File: config.mk
export PLATFORM = sky130hd
export DESIGN_NAME = exu_alu_core
export DESIGN_NICKNAME = d
export VERILOG_FILES = /design/src/rtl/alu_pkg.sv /design/src/rtl/exu_alu_decode.sv /design/src/rtl/exu_alu_operand.sv /design/src/rtl/exu_alu_shift.sv /design/src/rtl/exu_alu_addsub.sv /design/src/rtl/exu_alu_core.sv
export SDC_FILE = /design/constraint.sdc
export NUM_CORES = 1
export LEC_CHECK = 0
export BUFFER_PORTS_ARGS = -buffer_cell sky130_fd_sc_hd__clkbuf_2
export CAP_MARGIN = 20
export CORE_ASPECT_RATIO = 2
export CORE_MARGIN = 2
export CORE_UTILIZATION = 65
export DETAILED_ROUTE_END_ITERATION = 7
export PLACE_DENSITY = 0.95
export SYNTH_ARGS = -nofsm -noshare
export SYNTH_HDL_FRONTEND = slang
export SYNTH_SLANG_ARGS = --single-unit
export TNS_END_PERCENT = 30
File: constraint.sdc
create_clock -name clk -period 1.6 [get_ports clk]
set_clock_uncertainty 0.2 [all_clocks]
set_input_delay 0.24 -clock clk [delete_from_list [all_inputs] [get_ports clk]]
set_output_delay 0.24 -clock clk [all_outputs]
set_load 0.01 [all_outputs]
File: src/rtl/alu_pkg.sv
package alu_pkg;

    localparam int INSTR_W = 32;
    localparam int IMM_W   = 16;

    // major opcodes
    localparam logic [5:0] OPC_RTYPE = 6'b000000;
    localparam logic [5:0] OPC_ADDI  = 6'b001000;
    localparam logic [5:0] OPC_ADDIU = 6'b001001;
    localparam logic [5:0] OPC_SLTI  = 6'b001010;
    localparam logic [5:0] OPC_ANDI  = 6'b001100;
    localparam logic [5:0] OPC_ORI   = 6'b001101;
    localparam logic [5:0] OPC_XORI  = 6'b001110;
    localparam logic [5:0] OPC_LUI   = 6'b001111;

    // function field codes for opcode 000000
    localparam logic [5:0] FN_SLL  = 6'b000000;
    localparam logic [5:0] FN_SRL  = 6'b000010;
    localparam logic [5:0] FN_SRA  = 6'b000011;
    localparam logic [5:0] FN_SLLV = 6'b000100;
    localparam logic [5:0] FN_SRLV = 6'b000110;
    localparam logic [5:0] FN_SRAV = 6'b000111;
    localparam logic [5:0] FN_ADD  = 6'b100000;
    localparam logic [5:0] FN_ADDU = 6'b100001;
    localparam logic [5:0] FN_SUB  = 6'b100010;
    localparam logic [5:0] FN_SUBU = 6'b100011;
    localparam logic [5:0] FN_AND  = 6'b100100;
    localparam logic [5:0] FN_OR   = 6'b100101;
    localparam logic [5:0] FN_XOR  = 6'b100110;
    localparam logic [5:0] FN_NOR  = 6'b100111;
    localparam logic [5:0] FN_SLT  = 6'b101010;
    localparam logic [5:0] FN_SLTU = 6'b101011;

    typedef enum logic [3:0] {
        ALU_ADD,
        ALU_SUB,
        ALU_AND,
        ALU_OR,
        ALU_XOR,
        ALU_NOR,
        ALU_SLT,
        ALU_SLTU,
        ALU_SHL,
        ALU_SHR,
        ALU_SAR,
        ALU_LUI,
        ALU_NONE
    } alu_fn_e;

    typedef struct packed {
        alu_fn_e fn;
        logic    use_imm;      // second operand from immediate
        logic    imm_sext;     // sign-extend the immediate
        logic    amt_from_reg; // shift amount from rs
        logic    bad;          // unsupported encoding
    } alu_ctl_t;

endpackage

File: src/rtl/exu_alu_decode.sv
module exu_alu_decode
    import alu_pkg::*;
(
    input  logic [5:0] opcode_i,
    input  logic [5:0] funct_i,
    output alu_ctl_t   ctl_o
);

    always_comb begin
        ctl_o.fn           = ALU_NONE;
        ctl_o.use_imm      = 1'b0;
        ctl_o.imm_sext     = 1'b0;
        ctl_o.amt_from_reg = 1'b0;
        ctl_o.bad          = 1'b0;

        unique case (opcode_i)
            OPC_RTYPE: begin
                unique case (funct_i)
                    FN_SLL:  ctl_o.fn = ALU_SHL;
                    FN_SRL:  ctl_o.fn = ALU_SHR;
                    FN_SRA:  ctl_o.fn = ALU_SAR;
                    FN_SLLV: begin ctl_o.fn = ALU_SHL; ctl_o.amt_from_reg = 1'b1; end
                    FN_SRLV: begin ctl_o.fn = ALU_SHR; ctl_o.amt_from_reg = 1'b1; end
                    FN_SRAV: begin ctl_o.fn = ALU_SAR; ctl_o.amt_from_reg = 1'b1; end
                    FN_ADD, FN_ADDU: ctl_o.fn = ALU_ADD;
                    FN_SUB, FN_SUBU: ctl_o.fn = ALU_SUB;
                    FN_AND:  ctl_o.fn = ALU_AND;
                    FN_OR:   ctl_o.fn = ALU_OR;
                    FN_XOR:  ctl_o.fn = ALU_XOR;
                    FN_NOR:  ctl_o.fn = ALU_NOR;
                    FN_SLT:  ctl_o.fn = ALU_SLT;
                    FN_SLTU: ctl_o.fn = ALU_SLTU;
                    default: ctl_o.bad = 1'b1;
                endcase
            end
            OPC_ADDI, OPC_ADDIU: begin
                ctl_o.fn       = ALU_ADD;
                ctl_o.use_imm  = 1'b1;
                ctl_o.imm_sext = 1'b1;
            end
            OPC_SLTI: begin
                ctl_o.fn       = ALU_SLT;
                ctl_o.use_imm  = 1'b1;
                ctl_o.imm_sext = 1'b1;
            end
            OPC_ANDI: begin ctl_o.fn = ALU_AND; ctl_o.use_imm = 1'b1; end
            OPC_ORI:  begin ctl_o.fn = ALU_OR;  ctl_o.use_imm = 1'b1; end
            OPC_XORI: begin ctl_o.fn = ALU_XOR; ctl_o.use_imm = 1'b1; end
            OPC_LUI:  begin ctl_o.fn = ALU_LUI; ctl_o.use_imm = 1'b1; end
            default:  ctl_o.bad = 1'b1;
        endcase

        if (ctl_o.bad) begin
            ctl_o.fn = ALU_NONE;
        end
    end

endmodule

File: src/rtl/exu_alu_operand.sv
module exu_alu_operand
    import alu_pkg::*;
#(
    parameter int XLEN = 32
) (
    input  logic [XLEN-1:0]  reg_val_i,
    input  logic [IMM_W-1:0] imm_i,
    input  logic             use_imm_i,
    input  logic             sext_i,
    output logic [XLEN-1:0]  opb_o
);

    localparam int EXT_W = XLEN - IMM_W;

    logic             fill_bit;
    logic [XLEN-1:0]  imm_wide;

    assign fill_bit = sext_i & imm_i[IMM_W-1];
    assign imm_wide = {{EXT_W{fill_bit}}, imm_i};
    assign opb_o    = use_imm_i ? imm_wide : reg_val_i;

endmodule

File: src/rtl/exu_alu_shift.sv
module exu_alu_shift #(
    parameter int XLEN = 32,
    parameter int SHW  = $clog2(XLEN)
) (
    input  logic [XLEN-1:0] val_i,
    input  logic [SHW-1:0]  amt_i,
    input  logic            right_i,
    input  logic            arith_i,
    output logic [XLEN-1:0] res_o
);

    logic            fill_bit;
    logic [XLEN-1:0] stage [0:SHW];

    assign fill_bit = arith_i & right_i & val_i[XLEN-1];
    assign stage[0] = val_i;

    // log2 barrel: stage k moves by 2**k positions when amt bit k is set
    for (genvar k = 0; k < SHW; k++) begin : g_stage
        localparam int D = 1 << k;
        logic [XLEN-1:0] moved;
        always_comb begin
            if (right_i) begin
                moved = {{D{fill_bit}}, stage[k][XLEN-1:D]};
            end else begin
                moved = {stage[k][XLEN-1-D:0], {D{1'b0}}};
            end
        end
        assign stage[k+1] = amt_i[k] ? moved : stage[k];
    end

    assign res_o = stage[SHW];

endmodule

File: src/rtl/exu_alu_addsub.sv
module exu_alu_addsub #(
    parameter int XLEN = 32
) (
    input  logic [XLEN-1:0] a_i,
    input  logic [XLEN-1:0] b_i,
    input  logic            sub_i,
    output logic [XLEN-1:0] sum_o,
    output logic            lt_s_o,
    output logic            lt_u_o
);

    logic [XLEN-1:0] b_eff;
    logic [XLEN:0]   wide;

    assign b_eff = sub_i ? ~b_i : b_i;
    assign wide  = {1'b0, a_i} + {1'b0, b_eff} + {{XLEN{1'b0}}, sub_i};
    assign sum_o = wide[XLEN-1:0];

    // valid while sub_i is set: borrow means a < b unsigned
    assign lt_u_o = ~wide[XLEN];
    assign lt_s_o = (a_i[XLEN-1] != b_i[XLEN-1]) ? a_i[XLEN-1] : wide[XLEN-1];

endmodule

File: src/rtl/exu_alu_core.sv
module exu_alu_core
    import alu_pkg::*;
#(
    parameter int XLEN = 32
) (
    input  logic               clk,
    input  logic               rst_n,
    input  logic [INSTR_W-1:0] instr_i,
    input  logic [XLEN-1:0]    src_a_i,
    input  logic [XLEN-1:0]    src_b_i,
    output logic [XLEN-1:0]    result_o,
    output logic               illegal_o
);

    localparam int SHW   = $clog2(XLEN);
    localparam int LOW_W = XLEN - IMM_W;

    alu_ctl_t         ctl;
    logic [XLEN-1:0]  opb;
    logic [SHW-1:0]   shamt;
    logic [XLEN-1:0]  sum;
    logic             lt_s;
    logic             lt_u;
    logic             do_sub;
    logic [XLEN-1:0]  shifted;
    logic [XLEN-1:0]  res_d;
    logic             unused_fields;

    assign unused_fields = ^instr_i[25:11];

    exu_alu_decode i_decode (
        .opcode_i (instr_i[31:26]),
        .funct_i  (instr_i[5:0]),
        .ctl_o    (ctl)
    );

    exu_alu_operand #(.XLEN(XLEN)) i_operand (
        .reg_val_i (src_b_i),
        .imm_i     (instr_i[IMM_W-1:0]),
        .use_imm_i (ctl.use_imm),
        .sext_i    (ctl.imm_sext),
        .opb_o     (opb)
    );

    assign do_sub = (ctl.fn == ALU_SUB) || (ctl.fn == ALU_SLT) || (ctl.fn == ALU_SLTU);

    exu_alu_addsub #(.XLEN(XLEN)) i_addsub (
        .a_i    (src_a_i),
        .b_i    (opb),
        .sub_i  (do_sub),
        .sum_o  (sum),
        .lt_s_o (lt_s),
        .lt_u_o (lt_u)
    );

    assign shamt = ctl.amt_from_reg ? src_a_i[SHW-1:0] : instr_i[6 +: SHW];

    exu_alu_shift #(.XLEN(XLEN), .SHW(SHW)) i_shift (
        .val_i   (src_b_i),
        .amt_i   (shamt),
        .right_i ((ctl.fn == ALU_SHR) || (ctl.fn == ALU_SAR)),
        .arith_i (ctl.fn == ALU_SAR),
        .res_o   (shifted)
    );

    always_comb begin
        unique case (ctl.fn)
            ALU_ADD,
            ALU_SUB:  res_d = sum;
            ALU_AND:  res_d = src_a_i & opb;
            ALU_OR:   res_d = src_a_i | opb;
            ALU_XOR:  res_d = src_a_i ^ opb;
            ALU_NOR:  res_d = ~(src_a_i | opb);
            ALU_SLT:  res_d = {{(XLEN-1){1'b0}}, lt_s};
            ALU_SLTU: res_d = {{(XLEN-1){1'b0}}, lt_u};
            ALU_SHL,
            ALU_SHR,
            ALU_SAR:  res_d = shifted;
            ALU_LUI:  res_d = {instr_i[IMM_W-1:0], {LOW_W{1'b0}}};
            default:  res_d = '0;
        endcase
    end

    always_ff @(posedge clk or negedge rst_n) begin
        if (!rst_n) begin
            result_o  <= '0;
            illegal_o <= 1'b0;
        end else begin
            result_o  <= res_d;
            illegal_o <= ctl.bad;
        end
    end

endmodule

==> results of run 1 <==
==> synthesized netlist by cell type (11+ instances only) <==
| library cell | count |
|---|---|
| buf_2 | 33 |
| nand4_1 | 14 |
| or3_1 | 12 |
| o21ai_0 | 89 |
| a21o_1 | 30 |
| o22ai_1 | 12 |
| a222oi_1 | 13 |
| clkbuf_1 | 59 |
| o221ai_1 | 11 |
| inv_1 | 79 |
| nor3_1 | 39 |
| o21ai_1 | 36 |
| a21oi_1 | 106 |
| and3_1 | 11 |
| a211oi_1 | 28 |
| xnor2_1 | 46 |
| nand2_1 | 133 |
| a31oi_1 | 21 |
| xor2_1 | 15 |
| mux2_2 | 17 |
| dfrtp_1 | 33 |
| nor2_1 | 124 |
| ha_1 | 95 |
| nand2b_1 | 12 |
| a221oi_1 | 22 |
| nand3_1 | 36 |
| o211ai_1 | 32 |
| mux2i_1 | 46 |
==> per-stage QoR <==
stage          setup TNS [ps]  area [um^2]  hold slack, ps
2_1_floorplan          -74040        10100            -256
3_3_place_gp           -85750        14400            94.0
3_5_place_dp          -108210        14400             120
==> kinds of logic after synthesis <==
family / count (synthesis) / synth area share (%)
buffers and inverters: 194 / 8.54
AND/OR/NAND/NOR: 445 / 21.6
multiplexers: 73 / 8.35
adder cells (fa/ha/maj): 96 / 12.1
XOR/XNOR: 61 / 5.36
flip-flops: 33 / 8.29
AO/OA/AOI/OAI: 516 / 35.7
==> results.cfg, run 1 <==
[synthesis]
syn_inst = 1418
synth.top_cell.area_share_pct = 11.9
async_reset_ff_share_pct = 100
ys_seq_elements = 33
synth_edf_count = 0
yosys.area.top_type = ha_1
syn_area_mm2 = 0.00996
synth.distinct_cells = 106
yosysSeqAreaShare_pct = 8.29
synth_area_leaders = ha_1 12%, dfrtp_1 8.3%, a21oi_1 5.3%, nand2_1 5.0%, nor2_1 4.7%
yosysWarnings = 0
ys.flop_type = dfrtp_1
syn_nets = 1612
avgSynthCellArea_um2 = 7.02

[clock_network]
cts_buffers = 5
htree_levels = 2
cts_resized = 118
postCtsHoldBufs = 1
cts.path.max_buffers = 2
cts_sinks = 33
cts_root_buf = clkbuf_16
cts_setup_buffers = 29

[floorplan]
ios = 131
die_w_um = 91.5
num_rows = 64
initial_core_util_pct = 65.8
die_h_um = 179

[place]
dp_hpwl_um = 55100
place.gp.congestion = 1.33
dp_slack_ps = -3860
dp_cells = 2128
portBuffers = 120

[run_status]
outcome = aborted with a tool error
stop_error = [ERROR DPL-0038] Utilization greater than 100%, impossible to legalize
haltStage = clock tree synthesis (4_1_cts)
==> run 2: changes to the inputs <==
- CORE_ASPECT_RATIO: 2 -> default
- CORE_UTILIZATION: 65 -> 40
- PLACE_DENSITY: 0.95 -> default
- PLACE_DENSITY_LB_ADDON: default -> 0.15
==> run 2 against run 1 <==
- synthesized cell count stayed put
- the flow now finishes, with violations (negative setup slack)
- area after synthesis stayed put
==> results.cfg, run 2 <==
[global_routing]
grt_antenna_before_repair = 1
grt_start_max_net_pins = 34
grt_pass1_wl_um = 83700
grt_usage_pct = 42.3
grt_pass1_vias = 13600
grt.overflow.total = 0

[synthesis]
syn_nets = 1612
avgSynthCellArea_um2 = 7.02
yosysSeqAreaShare_pct = 8.29
yosysWarnings = 0
synth.distinct_cells = 106
syn_inst = 1418
ys.flop_type = dfrtp_1
yosys.area.top_type = ha_1
yosysMostFrequentCell = nand2_1
synth.top_cell.area_share_pct = 11.9
synthTopCellsByCount = 133 x nand2_1, 124 x nor2_1, 106 x a21oi_1
async_reset_ff_share_pct = 100
syn_area_mm2 = 0.00996
synth_edf_count = 0
synth_area_leaders = ha_1 12%, dfrtp_1 8.3%, a21oi_1 5.3%, nand2_1 5.0%, nor2_1 4.7%
ys_seq_elements = 33

[cells_and_area]
multi_input_comb_area_mm2 = 0.00896
final_cells = 2344
layout_common_cells = 564 x buf_4, 127 x nand2_1, 120 x nor2_1
final_net_count = 2213
largest_register_ffs = 32
area_delta_synth_final_pct = 59.4
seqCellArea_um2 = 826
utilization_pct = 65.1
top_register = result_o
drive_above_1_share_pct = 43.1
reg.largest.list = result_o x32, illegal_o x1
antenna_cells = 0
nFillCells = 2241
final_common_cell = buf_4

[clock_network]
cts_root_buf = clkbuf_16
cts_buffers = 5
cts_tree = done
cts_sinks = 33
htree_levels = 2
path_clk_slew_ps = 60
cts.path.max_buffers = 2

[timing]
hold_viol = 0
rsz0062_at_grt = true
fin_crit_sh_pct = 266
hold_slack_ps = 212
worstMarginPinSlew_ps = 795
setup_ws_ps = -2650
layout_min_cycle_time_ps = 4250
fmax_mhz = 235
setup_viol = 32
relSlewSlack_pct = 46.7
final_max_slew_viol_count = 0

[route]
drcViolationCount = 0
wirelength_um = 57500
dr.pass1.iters = 7
via_count = 14400
drt_iter0_drc = 2010
via_per_inst = 6.13
ant_nets = 0
wl_per_cell_um = 24.5

[setup_path]
crit_type = primary input to flop
cp-start-kind = primary input
required_ps = 1570
worstPathArrival_ps = 4220
path_max_fanout = 12
endpoint_kind = flop

[run_status]
outcome = finished with violations
failed_checks = negative setup slack

[power]
p_total_mw = 7.78
cellPowerDensity_mw_per_mm2 = 490
ir_worst_vdd_mv = 0.522
power.leakage_nw = 7.85

[floorplan]
die_w_um = 162
coreArea_mm2 = 0.0244
ios = 131
die_area_mm2 = 0.0262
die_h_um = 162
initial_core_util_pct = 40.8
num_rows = 57

[place]
place.gp.congestion = 1.08
portBuffers = 120
dp_slack_ps = -3040
dp_hpwl_um = 46800
dp_cells = 2303

[worst_hold_path]
hold_depth = 5
hold_path_class = primary input to flop

[flow_run]
drv_cap = 0
## run 2: worst max-delay path, stage by stage
cell and delay, ps:
clkbuf_4 180, xor2_1 160, and3_4 200, o41ai_4 350, and2b_2 220, o21ai_2 60, o21ai_2 80, nor2_4 60
buf_12 140, buf_8 130, xnor2_2 130, ha_1 300, and3_4 190, nand4_1 130, buf_4 180, nor3_2 180
nand2_4 100, buf_6 130, o21ai_4 160, o211ai_1 110, buf_4 170, a21boi_4 180, buf_6 120, nor4_2 30
a211o_1 270
## run 2: final timing paths
kind | start | end | slack (ps)
setup / recovery | instr_i[3] | result_o[31]$_DFF_PN0_ | -2650
hold / removal | instr_i[11] | result_o[27]$_DFF_PN0_ | 210
max in group asynchronous | rst_n | result_o[7]$_DFF_PN0_ | 510
min in group asynchronous | rst_n | result_o[1]$_DFF_PN0_ | 340
## run 2: stage by stage
step	setup TNS [ps]	area [um^2]
CTS	-74430	15500
global route	-80650	15900
detailed placement	-88710	14900
global placement	-87710	14900
floorplan	-74040	10100
finish	-75290	15900
## run 2: power by group
group	switching, mW	internal, mW
Combinational	3.09	2.78
Clock	0.417	0.572
Sequential	0.0276	0.896
## run 2: what timing repair did
action	CTS	global route
endpoints found under the hold margin	33	0
gates resized for setup	64	62
buffers inserted	20	13
endpoints found under the setup margin	32	32
pin swaps	53	31
hold buffers	1	0
gates cloned	0	0
## run 2: cells by family (layout without fill, tap and decap cells)
kind of cell               count (synthesis)  after routing  share of synthesized area, %
and+or+nand+nor                          445            445                          21.6
adders and majority gates                 96             96                          12.1
muxes                                     73             73                          8.35
AOI/OAI and AO/OA                        516            516                          35.7
DFF                                       33             33                          8.29
xor gates and xnor gates                  61             61                          5.36
buffers and inverters                    194            796                          8.54
## run 2: final cells by class
type | count | share of cell area [%]
clock inverter | 3 | 0.110
multi-input combinational | 1191 | 56.4
tap | 324 | 2.55
timing repair buffer | 708 | 33.0
clock buffer | 5 | 0.788
inverter | 80 | 1.89
sequential | 33 | 5.20
## run 2: routing by layer
metal	up-vias	wire length (um)	track usage, %
met1	6834	22900	54.4
met5	-	13	0
li1	6503	-	-
met3	192	4850	5.46
met4	2	3890	22.4
met2	837	25900	69.0
Power figures use the tool's default switching activity.
